`config.mk`:
```
export PLATFORM = sky130hd
export DESIGN_NAME = mesi_line_ctrl
export DESIGN_NICKNAME = d
export VERILOG_FILES = /design/src/rtl/mesi_pkg.sv /design/src/rtl/mesi_tag_array.sv /design/src/rtl/mesi_snoop_unit.sv /design/src/rtl/mesi_proc_ctrl.sv /design/src/rtl/mesi_line_ctrl.sv
export SDC_FILE = /design/constraint.sdc
export NUM_CORES = 1
export LEC_CHECK = 0
export ABC_AREA = 1
export ABC_CLOCK_PERIOD_IN_PS = 3800
export BUFFER_PORTS_ARGS = -buffer_cell sky130_fd_sc_hd__buf_4
export CAP_MARGIN = 10
export CORE_MARGIN = 2
export CORE_UTILIZATION = 60
export CTS_CLUSTER_SIZE = 24
export DETAILED_ROUTE_END_ITERATION = 10
export GPL_ROUTABILITY_DRIVEN = 0
export PLACE_DENSITY = 0.8
export SETUP_SLACK_MARGIN = 0.3
export SLEW_MARGIN = 20
export SYNTH_ARGS = -nofsm -noshare
export SYNTH_HDL_FRONTEND = slang
export SYNTH_SLANG_ARGS = --single-unit
```
`constraint.sdc`:
```
create_clock -name clk -period 3.8 [get_ports clk]
set_clock_uncertainty 0.2 [all_clocks]
set_input_delay 0.38 -clock clk [delete_from_list [all_inputs] [get_ports clk]]
set_output_delay 0.38 -clock clk [all_outputs]
set_load 0.02 [all_outputs]
```
`src/rtl/mesi_pkg.sv`:
```
package mesi_pkg;

   typedef enum logic [1:0] {
      ST_I = 2'd0,
      ST_S = 2'd1,
      ST_E = 2'd2,
      ST_M = 2'd3
   } line_st_e;

   // Bus request codes; snoop code 3 means a memory write by another master
   typedef enum logic [1:0] {
      OP_NONE = 2'd0,
      OP_RD   = 2'd1,
      OP_RFO  = 2'd2,
      OP_WB   = 2'd3
   } bus_op_e;

endpackage

```
`src/rtl/mesi_tag_array.sv`:
```
module mesi_tag_array
   import mesi_pkg::*;
#(
   parameter int LINES = 8,
   parameter int TAG_W = 9,
   parameter int IDX_W = $clog2(LINES)
) (
   input  logic             clk,
   input  logic             rst_n,
   // processor read port + write port
   input  logic [IDX_W-1:0] p_idx,
   output logic [TAG_W-1:0] p_tag,
   output line_st_e         p_state,
   input  logic             p_we,
   input  logic [TAG_W-1:0] p_wtag,
   input  line_st_e         p_wstate,
   // snoop read port + state write port
   input  logic [IDX_W-1:0] s_idx,
   output logic [TAG_W-1:0] s_tag,
   output line_st_e         s_state,
   input  logic             s_we,
   input  line_st_e         s_wstate
);

   logic [TAG_W-1:0] tag_q [LINES];
   line_st_e         st_q  [LINES];

   assign p_tag   = tag_q[p_idx];
   assign p_state = st_q[p_idx];
   assign s_tag   = tag_q[s_idx];
   assign s_state = st_q[s_idx];

   always_ff @(posedge clk) begin
      if (!rst_n) begin
         for (int i = 0; i < LINES; i++) begin
            tag_q[i] <= '0;
            st_q[i]  <= ST_I;
         end
      end else begin
         for (int i = 0; i < LINES; i++) begin
            if (s_we && s_idx == IDX_W'(i)) begin
               st_q[i] <= s_wstate;
            end else if (p_we && p_idx == IDX_W'(i)) begin
               tag_q[i] <= p_wtag;
               st_q[i]  <= p_wstate;
            end
         end
      end
   end

   // the interlock must keep the two writers off one slot
   assert_one_writer_R11: assert property (@(posedge clk) disable iff (!rst_n)
      !(s_we && p_we && s_idx == p_idx));

endmodule

```
`src/rtl/mesi_snoop_unit.sv`:
```
module mesi_snoop_unit
   import mesi_pkg::*;
#(
   parameter int TAG_W = 9
) (
   input  logic             snp_valid,
   input  logic [1:0]       snp_op,
   input  logic [TAG_W-1:0] snp_tag,
   input  logic [TAG_W-1:0] line_tag,
   input  line_st_e         line_state,
   output logic             shared_o,
   output logic             supply_o,
   output logic             we_o,
   output line_st_e         wstate_o
);

   logic hit;

   always_comb begin
      hit      = snp_valid && (line_state != ST_I) && (line_tag == snp_tag);
      shared_o = hit && (snp_op == OP_RD);
      supply_o = hit && (line_state == ST_M) && (snp_op == OP_RD || snp_op == OP_RFO);
      we_o     = 1'b0;
      wstate_o = line_state;
      if (hit) begin
         case (snp_op)
            OP_RD: begin
               if (line_state != ST_S) begin
                  we_o     = 1'b1;
                  wstate_o = ST_S;
               end
            end
            OP_RFO, OP_WB: begin
               we_o     = 1'b1;
               wstate_o = ST_I;
            end
            default: ;
         endcase
      end
   end

endmodule

```
`src/rtl/mesi_proc_ctrl.sv`:
```
module mesi_proc_ctrl
   import mesi_pkg::*;
#(
   parameter int TAG_W    = 9,
   parameter int IDX_W    = 3,
   parameter bit USE_EXCL = 1'b1
) (
   input  logic             clk,
   input  logic             rst_n,
   input  logic             req_valid,
   input  logic             req_write,
   input  logic [TAG_W-1:0] req_tag,
   input  logic [IDX_W-1:0] req_idx,
   input  logic             clash,
   output logic [IDX_W-1:0] lk_idx,
   input  logic [TAG_W-1:0] lk_tag,
   input  line_st_e         lk_state,
   output logic             wr_en,
   output logic [TAG_W-1:0] wr_tag,
   output line_st_e         wr_state,
   output logic             bus_req_valid,
   output bus_op_e          bus_op,
   output logic [TAG_W-1:0] bus_tag,
   output logic [IDX_W-1:0] bus_idx,
   input  logic             bus_gnt,
   input  logic             bus_shared,
   output logic             req_done
);

   typedef enum logic {PS_IDLE, PS_BUS} ps_e;

   ps_e              ps;
   bus_op_e          op_q, op_next_q;
   logic [TAG_W-1:0] cur_tag;
   logic [IDX_W-1:0] cur_idx;
   logic             done_q;
   logic             hit, accept, wb_live, granted;
   line_st_e         fill_st;

   generate
      if (USE_EXCL) begin : g_mesi_fill
         assign fill_st = bus_shared ? ST_S : ST_E;
      end else begin : g_msi_fill
         assign fill_st = ST_S;
      end
   endgenerate

   always_comb begin
      lk_idx        = (ps == PS_IDLE) ? req_idx : cur_idx;
      hit           = (lk_state != ST_I) && (lk_tag == req_tag);
      accept        = (ps == PS_IDLE) && req_valid && !clash && !done_q;
      wb_live       = (op_q == OP_WB) && (lk_state == ST_M);
      bus_req_valid = (ps == PS_BUS) && ((op_q != OP_WB) || wb_live);
      bus_op        = op_q;
      bus_tag       = (op_q == OP_WB) ? lk_tag : cur_tag;
      bus_idx       = cur_idx;
      granted       = bus_req_valid && bus_gnt;
      wr_en         = 1'b0;
      wr_tag        = cur_tag;
      wr_state      = ST_I;
      if (accept && hit && req_write && lk_state == ST_E) begin
         wr_en    = 1'b1;
         wr_tag   = req_tag;
         wr_state = ST_M;
      end else if (granted) begin
         wr_en = 1'b1;
         case (op_q)
            OP_WB:   begin wr_tag = lk_tag; wr_state = ST_I; end
            OP_RD:   wr_state = fill_st;
            default: wr_state = ST_M;
         endcase
      end
   end

   always_ff @(posedge clk) begin
      if (!rst_n) begin
         ps        <= PS_IDLE;
         op_q      <= OP_NONE;
         op_next_q <= OP_NONE;
         cur_tag   <= '0;
         cur_idx   <= '0;
         done_q    <= 1'b0;
      end else begin
         done_q <= 1'b0;
         if (accept) begin
            cur_tag <= req_tag;
            cur_idx <= req_idx;
            if (hit) begin
               if (req_write && lk_state == ST_S) begin
                  op_q <= OP_RFO;
                  ps   <= PS_BUS;
               end else begin
                  done_q <= 1'b1;
               end
            end else begin
               ps <= PS_BUS;
               if (lk_state == ST_M) begin
                  op_q      <= OP_WB;
                  op_next_q <= req_write ? OP_RFO : OP_RD;
               end else begin
                  op_q <= req_write ? OP_RFO : OP_RD;
               end
            end
         end else if (ps == PS_BUS) begin
            if (op_q == OP_WB && !wb_live) begin
               op_q <= op_next_q;        // victim lost its dirty data to a snoop
            end else if (granted) begin
               if (op_q == OP_WB) begin
                  op_q <= op_next_q;
               end else begin
                  op_q   <= OP_NONE;
                  ps     <= PS_IDLE;
                  done_q <= 1'b1;
               end
            end
         end
      end
   end

   assign req_done = done_q;

   assert_fill_completes_R2: assert property (@(posedge clk) disable iff (!rst_n)
      (granted && op_q != OP_WB) |=> req_done);

   assert_wb_before_fill_R10: assert property (@(posedge clk) disable iff (!rst_n)
      (granted && op_q == OP_WB) |=> (ps == PS_BUS && op_q != OP_WB));

   assert_single_done_R3: assert property (@(posedge clk) disable iff (!rst_n)
      req_done |=> !req_done);

   assert_clash_defers_R11: assert property (@(posedge clk) disable iff (!rst_n)
      (ps == PS_IDLE && req_valid && clash && !done_q) |=> !req_done);

endmodule

```
`src/rtl/mesi_line_ctrl.sv`:
```
module mesi_line_ctrl
   import mesi_pkg::*;
#(
   parameter int ADDR_W   = 16,
   parameter int OFF_W    = 4,
   parameter int LINES    = 8,
   parameter bit USE_EXCL = 1'b1
) (
   input  logic              clk,
   input  logic              rst_n,
   input  logic              req_valid,
   input  logic              req_write,
   input  logic [ADDR_W-1:0] req_addr,
   output logic              req_done,
   output logic              bus_req_valid,
   output logic [1:0]        bus_req_op,
   output logic [ADDR_W-1:0] bus_req_addr,
   input  logic              bus_gnt,
   input  logic              bus_shared,
   input  logic              snp_valid,
   input  logic [1:0]        snp_op,
   input  logic [ADDR_W-1:0] snp_addr,
   output logic              snp_shared,
   output logic              snp_supply
);

   localparam int IDX_W = $clog2(LINES);
   localparam int TAG_W = ADDR_W - IDX_W - OFF_W;

   generate
      if ((1 << IDX_W) != LINES) begin : g_bad_lines
         $error("LINES must be a power of two");
      end
      if (TAG_W < 1) begin : g_bad_split
         $error("ADDR_W too small for OFF_W and LINES");
      end
   endgenerate

   logic [TAG_W-1:0] req_tag, snp_tag, lk_tag, s_tag, wr_tag, bus_tag;
   logic [IDX_W-1:0] req_idx, snp_idx, lk_idx, bus_idx;
   line_st_e         lk_state, s_state, wr_state, s_wstate;
   logic             wr_en, s_we, clash;
   bus_op_e          bus_op;

   assign req_tag = req_addr[ADDR_W-1 -: TAG_W];
   assign req_idx = req_addr[OFF_W +: IDX_W];
   assign snp_tag = snp_addr[ADDR_W-1 -: TAG_W];
   assign snp_idx = snp_addr[OFF_W +: IDX_W];
   assign clash   = snp_valid && (snp_idx == req_idx);

   mesi_tag_array #(.LINES(LINES), .TAG_W(TAG_W), .IDX_W(IDX_W)) u_tags (
      .clk(clk), .rst_n(rst_n),
      .p_idx(lk_idx), .p_tag(lk_tag), .p_state(lk_state),
      .p_we(wr_en), .p_wtag(wr_tag), .p_wstate(wr_state),
      .s_idx(snp_idx), .s_tag(s_tag), .s_state(s_state),
      .s_we(s_we), .s_wstate(s_wstate)
   );

   mesi_snoop_unit #(.TAG_W(TAG_W)) u_snoop (
      .snp_valid(snp_valid), .snp_op(snp_op), .snp_tag(snp_tag),
      .line_tag(s_tag), .line_state(s_state),
      .shared_o(snp_shared), .supply_o(snp_supply),
      .we_o(s_we), .wstate_o(s_wstate)
   );

   mesi_proc_ctrl #(.TAG_W(TAG_W), .IDX_W(IDX_W), .USE_EXCL(USE_EXCL)) u_proc (
      .clk(clk), .rst_n(rst_n),
      .req_valid(req_valid), .req_write(req_write),
      .req_tag(req_tag), .req_idx(req_idx), .clash(clash),
      .lk_idx(lk_idx), .lk_tag(lk_tag), .lk_state(lk_state),
      .wr_en(wr_en), .wr_tag(wr_tag), .wr_state(wr_state),
      .bus_req_valid(bus_req_valid), .bus_op(bus_op),
      .bus_tag(bus_tag), .bus_idx(bus_idx),
      .bus_gnt(bus_gnt), .bus_shared(bus_shared),
      .req_done(req_done)
   );

   assign bus_req_op   = bus_op;
   assign bus_req_addr = {bus_tag, bus_idx, {OFF_W{1'b0}}};

   assert_req_has_op_R2: assert property (@(posedge clk) disable iff (!rst_n)
      bus_req_valid |-> (bus_req_op != 2'd0));

   assert_supply_needs_copy_R7: assert property (@(posedge clk) disable iff (!rst_n)
      (snp_supply && snp_op == 2'd1) |-> snp_shared);

   assert_snoop_read_keeps_copy_R7: assert property (@(posedge clk) disable iff (!rst_n)
      (snp_valid && snp_op == 2'd1 && snp_shared && !req_valid) |=>
      (!snp_valid || snp_addr != $past(snp_addr) || snp_op != 2'd1 || snp_shared));

endmodule

```
Word-level counts from Yosys, hierarchy flattened

Memory sizes are Yosys's and may differ from the RTL's.
Index checks and enable logic that the tools add are counted.

Equality and inequality tests: 29
Multiplexer cells: 120
Bitwise operators: 26
Reductions and logical operators: 48

Operators by type and width:

| operator                                                               | number |
|---|---|
| 9-bit two-way mux                                                      | 11 |
| 1-bit two-way mux                                                      | 75 |
| 2-bit two-way mux                                                      | 30 |
| 1-bit logical AND                                                      | 34 |
| 3-bit equality test (second input constant)                            | 8 |
| 1-bit OR                                                               | 24 |
| 9-bit equality test                                                    | 2 |
| 2-bit equality test (second input constant)                            | 6 |
| 3-bit by 2-bit equality test with 1-bit output (second input constant) | 4 |
| 2-bit case mux with 2 select lines                                     | 2 |
| 2-bit by 1-bit equality test with 1-bit output (second input constant) | 3 |
| 3-bit by 1-bit equality test with 1-bit output (second input constant) | 2 |
| 3-bit zero test                                                        | 2 |
| 3-bit AND reduction                                                    | 2 |
| 2-bit nonzero test                                                     | 3 |
| 3-bit equality test                                                    | 1 |
| 1-bit zero test                                                        | 3 |
| 3-bit two-way mux                                                      | 1 |
| 3-bit != test (second input constant)                                  | 1 |
| 3-bit nonzero test                                                     | 1 |
| 1-bit logical OR                                                       | 2 |
| 2-bit by 1-bit != test with 1-bit output (second input constant)       | 1 |
| 2-bit != test (second input constant)                                  | 1 |
| 1-bit NOT                                                              | 2 |
| 2 further kinds                                                        | 2 |

Flip-flop bits (word level): 18
Memory bits (writable): 88
Input bits: 41
Output and inout bits: 22
Memories: 2

Memories:

| name         | depth | width | rd ports | clocked after memory_dff | wr ports | line                 | text |
|---|---|---|---|---|---|---|---|
| u_tags.tag_q | 8     | 9     | 2        | 0                        | 8        | mesi_tag_array.sv:25 | `logic [TAG_W-1:0] tag_q [LINES];` |
| u_tags.st_q  | 8     | 2     | 2        | 0                        | 8        | mesi_tag_array.sv:26 | `line_st_e st_q [LINES];` |

Logic depth before layout (Yosys ltp)

Gate-level depths: netlist (run 1).

Depth in word-level cells: 15
Depth in mapped cells: 22
Mapped depth without buffers: 20

Hierarchy

A second synthesis (run 1) with hierarchy kept.

Cell total of the unflattened synthesis: 1,002
Area total of the unflattened synthesis: 6,991.7 sq um

By module, submodules not included:

| module          | instances | cells an instance | area each (sq um) |
|---|---|---|---|
| mesi_tag_array  | 1         | 624               | 4,954.8 |
| mesi_proc_ctrl  | 1         | 259               | 1,481.4 |
| mesi_snoop_unit | 1         | 97                | 451.7 |
| mesi_line_ctrl  | 1         | 22                | 103.8 |

Worst setup path after synthesis (run 1)

OpenSTA, ideal clock, no wires.

Path type: input to register
Start: input snp_addr[4]
End: memory u_tags.st_q[7][0] in the netlist's numbering, enable pin
Library setup time: 0.253 ns
Arrival time: 2.428 ns
Setup slack: 0.919 ns
Stages: 19
Path through: buf_4 > inv_4 > buf_2 > nand2_1 > nand2_1 > nand2_1 > nand3_1 > nand2_1 > nand2_1 > nand2_1 > nor2_1 > nand3_1 > nor2_4 > nand4_2 > nor2_1 > nor2_1 > nand2_1 > nand2_1 > or2_1

RTL lines:

| element         | line                 | text |
|---|---|---|
| start, declared | mesi_line_ctrl.sv:22 | `input logic [ADDR_W-1:0] snp_addr,` |
| end, declared   | mesi_tag_array.sv:26 |  |

==> results.ini, run 1 <==
[yosys]
synthAdderAreaFrac=0.00871
synth_edf_count=88
synthXorXnorAreaFrac=0.00122
syn_inst=1020
synth.most_common_cell=nand2_1
ys_async_sr_fraction=0
synth_seq_cells=106
ys_seq_area_frac=0.418
synthTopCellsByCount=349 x nand2_1, 164 x nor2_1, 94 x nand3_1
synth_compound_area_frac=0.0789
ys_top_cells_by_area=edfxtp_1 37%, nand2_1 18%, nor2_1 8.6%
muxShareOfSynthArea=0
synth_cell_types=44
synth_area_leader_cell=edfxtp_1
synth-main-ff-cell=edfxtp_1
synth_top_family_by_area=simple AND/OR/NAND/NOR gates
syn_area_um2=7180
post_synth.cell_area_avg_um2=7.04
yosys_warnings=0
yosysTopAreaCellShare=0.368
synth-simple-area-share=0.398

[detailed_routing]
ant_nets=0
drtPass1Iterations=5
routed-wl-met3_um=1910
viasPerCell=5.73
met2_length_um=9530
vias=7047
routed_wl_um=20300
drt_iter0_markers=764
routed.top_layer=met4
wl_met1_um=8150
drcViolationCount=0
wl_per_cell_um=16.5

[worst_setup_path]
required_ps=3680
path_class=reg2reg
cp_max_fo=17
cp-start-kind=register
cp-end-kind=register
cp.arrival_ps=3180

[clocking]
cts_buffers=9
cts.sinks=106
insertion_delay_ps=360
cts_max_level=3
clk_pin_slew_ps=80
cts_tree=built
cts_buffer_depth=2
root_buffer=clkbuf_16

[sta]
slew_violations=0
setup_viol=0
final.period_utilization=0.869
fin_ws_ps=497
fin_setup_tns_ps=0
rsz0062_at_grt=no
min_period_ps=3300
clock.fmax_mhz=303
hold_slack_ps=105
maxSlewHeadroom=0.589
finalHoldViolCount=0
worst_slew_pin_slew_ps=615

[hold_path]
hold_path.class=in2reg

[floorplan]
die_y_um=113
dieArea_um2=12900
die_w_um=113
start_util=0.621
core_um2=11600
fp-row-count=39
num_io_pins=63

[cells_and_area]
num-fill-cells=979
antennaDiodeCount=0
syn_to_final_growth_pct=12.9
fin_util=0.701
nNetsFinal=1127
drive_gt1_frac=0.139

[grt]
antenna_found_initial=0
gr-total-overflow=0
grt_pass1_vias=6503
grtUsageTotal=0.328
grt_pass1_wl_um=32300
grt_max_degree=33

[placement]
place_ws_ps=383
portBuffers=50
dpl.hpwl_um=14800

[power]
p_leak_nw=3.77
peakVddDrop_v=0.000353
finalPower_mw=3.08
p_per_area_nw_per_um2=379

[flow_run]
maxCapViolations=0

[status]
status=finished, final reports clean

[layout make-up]
type                       instances  area [um2]  area share
timing repair buffer              95         717      0.0884
clock inverter                     6        46.3     0.00571
sequential                       106        3000       0.370
tap                              143         179      0.0221
multi-input combinational        770        3550       0.438
inverter                          99         380      0.0469
clock buffer                      10         229      0.0282
[worst max-delay path: stages, from the launching register on]
cell        delay, ps
dfxtp_1           430
buf_4             220
nand2_1           110
o21ai_4            90
clkinvlp_4        280
buf_4             240
nand3_1           180
nand3b_1          100
nand2_1            70
nand2_1            80
nor2_4            160
nand4_4           160
buf_4             250
o21ai_2           370
nor2_1            100
[cell families (layout without fill, tap and decap cells)]
family                   Yosys count  count (layout)
AO/OA/AOI/OAI                     98              98
XOR/XNOR                           1               1
adder cells (fa/ha/maj)            5               5
buffers and inverters            147             210
flip-flops                       106             106
other                              1               4
AND/OR/NAND/NOR                  662             662
[report_power, final]
part,internal [mW],switching (mW)
logic,0.268,0.557
registers,1.33,0.0373
clock network,0.451,0.436
[cells in the final DEF, fill, tap and decap left out, types with 2 or more instances in the layout]
master | synthesis | final
nand3_2 | 3 | 3
ha_1 | 5 | 5
nand2_1 | 349 | 349
nor2_4 | 1 | 2
nor2_2 | 3 | 3
nand2_8 | 0 | 3
conb_1 | 1 | 4
nor3b_1 | 2 | 2
o21ai_0 | 35 | 35
inv_4 | 2 | 2
o21ai_1 | 17 | 17
nand3_4 | 4 | 4
nand4_1 | 14 | 14
inv_2 | 4 | 4
nor3_1 | 3 | 3
clkbuf_16 | 0 | 9
inv_1 | 93 | 92
o211ai_1 | 2 | 2
a31oi_1 | 9 | 9
dfxtp_1 | 18 | 18
edfxtp_1 | 88 | 88
buf_4 | 7 | 94
nand3_1 | 94 | 94
a21oi_1 | 22 | 22
inv_6 | 0 | 3
clkinvlp_4 | 0 | 3
nand2_2 | 6 | 6
nand3b_1 | 10 | 10
o21ai_2 | 6 | 5
nor2_1 | 164 | 163
o21ai_4 | 2 | 3
[registers in the layout (all words and copies together) (netlist names)]
name	count
u_proc.bus_idx	3
u_proc.op_next_q	2
u_proc.req_done	1
u_proc.ps	1
u_tags.st_q	16
u_tags.tag_q	72
u_proc.bus_op	2
u_proc.cur_tag	9
[worst paths after layout]
check             slack [ps]             endpoint  depth (start not counted)                 from
setup / recovery         500   u_tags.tag_q[6][3]                         14            u_proc.ps
hold / removal           110    u_proc.cur_tag[3]                          3         req_addr[10]
setup reg to reg         500   u_tags.tag_q[6][3]                         14            u_proc.ps
hold reg to reg          280  u_proc.op_next_q[0]                          2  u_proc.op_next_q[0]
[through the flow]
| stage | instances | cell area (um2) |
|---|---|---|
| global placement | 1210 | 7760 |
| finish | 1229 | 8110 |
| detailed placement | 1210 | 7760 |
| floorplan | 1023 | 7190 |
| CTS | 1226 | 8040 |
| global route | 1229 | 8110 |
[repair_timing]
item | 4_1_cts | 5_1_grt
buffers inserted | 0 | 3
hold buffers | 0 | 0
gates resized for setup | 0 | 8
hold endpoints to repair | 0 | 0
setup endpoints to repair | 0 | 76
[per-layer routing]
layer  global-route usage  vias up
met2                0.540      354
li1                     -     3412
met5                    0        -
met3               0.0670       62
met1                0.426     3219
met4                0.133        0
No activity file was read; power rests on OpenSTA's default activity.
==> inputs of run 2 (changes only) <==
--- a/config.mk
+++ b/config.mk
@@ -11,9 +11,9 @@
 export CAP_MARGIN = 10
 export CORE_MARGIN = 2
-export CORE_UTILIZATION = 60
+export CORE_UTILIZATION = 61
 export CTS_CLUSTER_SIZE = 24
 export DETAILED_ROUTE_END_ITERATION = 10
 export GPL_ROUTABILITY_DRIVEN = 0
-export PLACE_DENSITY = 0.8
+export PLACE_DENSITY = 0.81
 export SETUP_SLACK_MARGIN = 0.3
 export SLEW_MARGIN = 20
==> constraint.sdc (replaced) <==
create_clock -name clk -period 3.8 [get_ports clk]
set_clock_uncertainty 0.2 [all_clocks]
set_input_delay 0.19 -clock clk [delete_from_list [all_inputs] [get_ports clk]]
set_output_delay 0.19 -clock clk [all_outputs]
set_load 0.02 [all_outputs]
==> results.ini, run 2 (synthesized netlist as in run 1, its figures left out) <==
[status]
status=finished, final reports clean

[worst_setup_path]
cp-start-kind=input pin
cp-end-kind=register
cpMaxStageDelayCell=dlygate4sd3_1
cp_max_fo=15  ; -2
cp_slowest_stage_delay_ps=540  ; +110 ps
required_ps=3610  ; -70 ps
cp.arrival_ps=3100  ; -80 ps
crit_path_frequent_cell=nand3_1
crit_chain=dlygate4sd3_1 -> buf_4 -> inv_1 -> o21ai_4 -> buf_4 -> nor2_2 -> a21oi_1 -> nand3_1 -> nand3_1 -> nand3_1 -> nor2_2 -> nand4_4 -> nand2_4 -> nand2_2 -> nand2_1
crit_family=simple AND/OR/NAND/NOR gates
cp_num_buf_inv=4  ; unchanged
path_class=in2reg

[grt]
top_usage_layer=met2
grt_pass1_vias=6704  ; +3.1%
grt_max_degree=34  ; +3.0%
met3_usage=0.0637  ; -0.00324
gr-total-overflow=0  ; unchanged
antenna_found_initial=0  ; unchanged
use_met1=0.417  ; -0.00863
grt_use_met2=0.543  ; +0.00365
grtUsageTotal=0.328  ; +0.000875
grt_pass1_wl_um=32300  ; about the same

[cells_and_area]
syn_to_final_growth_pct=13.8
final_cell_mix=346 x nand2_1, 163 x nor2_1, 93 x inv_1, 93 x nand3_1, 88 x edfxtp_1
fin_util=0.712  ; +0.0114
reg_top3=u_tags.tag_q (72), u_tags.st_q (16), u_proc.cur_tag (9)
antennaDiodeCount=0  ; unchanged
nNetsFinal=1129  ; +0.18%
largest_reg_flops=72  ; unchanged
regMostFlops=u_tags.tag_q
drive_gt1_frac=0.132  ; -0.00669
final_common_cell=nand2_1

[detailed_routing]
viasPerCell=5.80  ; +1.2%
wl_per_cell_um=16.7  ; +0.69%
routed_wl_um=20500  ; +0.85%
vias=7143  ; +1.4%
drcViolationCount=0  ; unchanged
drtPass1Iterations=8  ; +3
ant_nets=0  ; unchanged
drt_iter0_markers=762  ; -0.26%

[sta]
setup_viol=0  ; unchanged
slew_violations=0  ; unchanged
maxSlewHeadroom=0.573  ; -0.0166
finalHoldViolCount=0  ; unchanged
fin_ws_ps=510  ; +13.2 ps
worst_slew_pin_slew_ps=640  ; +24.9 ps
final.period_utilization=0.866  ; -0.00347
min_period_ps=3290  ; -13.2 ps
clock.fmax_mhz=304  ; +0.40%
fin_setup_tns_ps=0  ; unchanged
rsz0062_at_grt=no

[placement]
portBuffers=50  ; unchanged
dpl.hpwl_um=14700  ; -0.80%
place_ws_ps=244  ; -139 ps

[clocking]
cts_tree=built
cts.sinks=106  ; unchanged
cts_buffers=9  ; unchanged
clk_pin_slew_ps=70  ; about the same
root_buffer=clkbuf_16
cts_max_level=3  ; unchanged
insertion_delay_ps=360  ; about the same
cts_buffer_depth=2  ; unchanged

[power]
p_per_area_nw_per_um2=380  ; +0.20%
finalPower_mw=3.11  ; +0.97%
peakVddDrop_v=0.000368  ; +4.2%
p_leak_nw=3.79  ; +0.42%

[flow_run]
maxCapViolations=0  ; unchanged

[floorplan]
fp-row-count=39  ; unchanged
die_y_um=112  ; -0.79%
num_io_pins=63  ; unchanged
dieArea_um2=12700  ; -1.6%
die_w_um=112  ; -0.79%
start_util=0.626  ; +0.00528
core_um2=11500  ; -0.84%

[hold_path]
hold_path.class=in2reg

## run 2: repair_timing
item                                   CTS  global route
endpoints found under the hold margin   14             0
hold buffers                            13             0
resized for setup                        1             9
setup endpoints to repair               63           114
pin swaps                                0             1
buffers inserted                         0             2
## run 2: worst reg2reg max path: stages (launching register included)
cell and delay [ps]:
dfxtp_4 450, inv_4 90, nand2_4 70, nand2_4 160
buf_12 210, nand2_1 140, nor2_1 70, a21oi_1 120
nand3_1 200, nand3_1 150, nand3_1 100, nor2_2 220
nand4_4 130, nand2_4 180, nand2_2 90, nand2_1 350
## run 2: report_power, final
part | internal (mW) | switching (mW) | leakage [nW]
clock | 0.486 | 0.430 | 0.137
sequential | 1.33 | 0.0420 | 1.06
combinational | 0.266 | 0.554 | 2.59
## run 2: metal layers
metal,share of wire,up-vias
met1,0.39,3261
met4,0.037,0
li1,-,3423
met5,0,-
met2,0.47,396
met3,0.098,63
## run 2: final timing paths
| check | startpoint | cells after the start | slack (ps) | end |
|---|---|---|---|---|
| max | req_addr[5] | 15 | 510 | u_tags.tag_q[3][8] |
| min | rst_n | 3 | 30 | u_proc.cur_tag[7] |
| max reg2reg | u_proc.ps | 15 | 510 | u_tags.tag_q[3][8] |
| min reg2reg | u_proc.op_next_q[0] | 2 | 270 | u_proc.op_next_q[0] |
## run 2: cell type report
type	count	area, um2
clock buffers	12	256
clock inverters	4	35.0
fillers	939	3300
inverters	99	377
multi-input cells	770	3540
flip-flops and latches	106	3010
well taps	143	179
repair buffers	97	777
## run 2: through the flow
step / hold WS (ps) / cells / cell area (um2)
floorplan: 138 / 1023 / 7190
global placement: 252 / 1200 / 7700
detailed placement: 255 / 1200 / 7700
CTS: 13.8 / 1229 / 8120
global route: 46.2 / 1231 / 8170
finish: 35.0 / 1231 / 8170
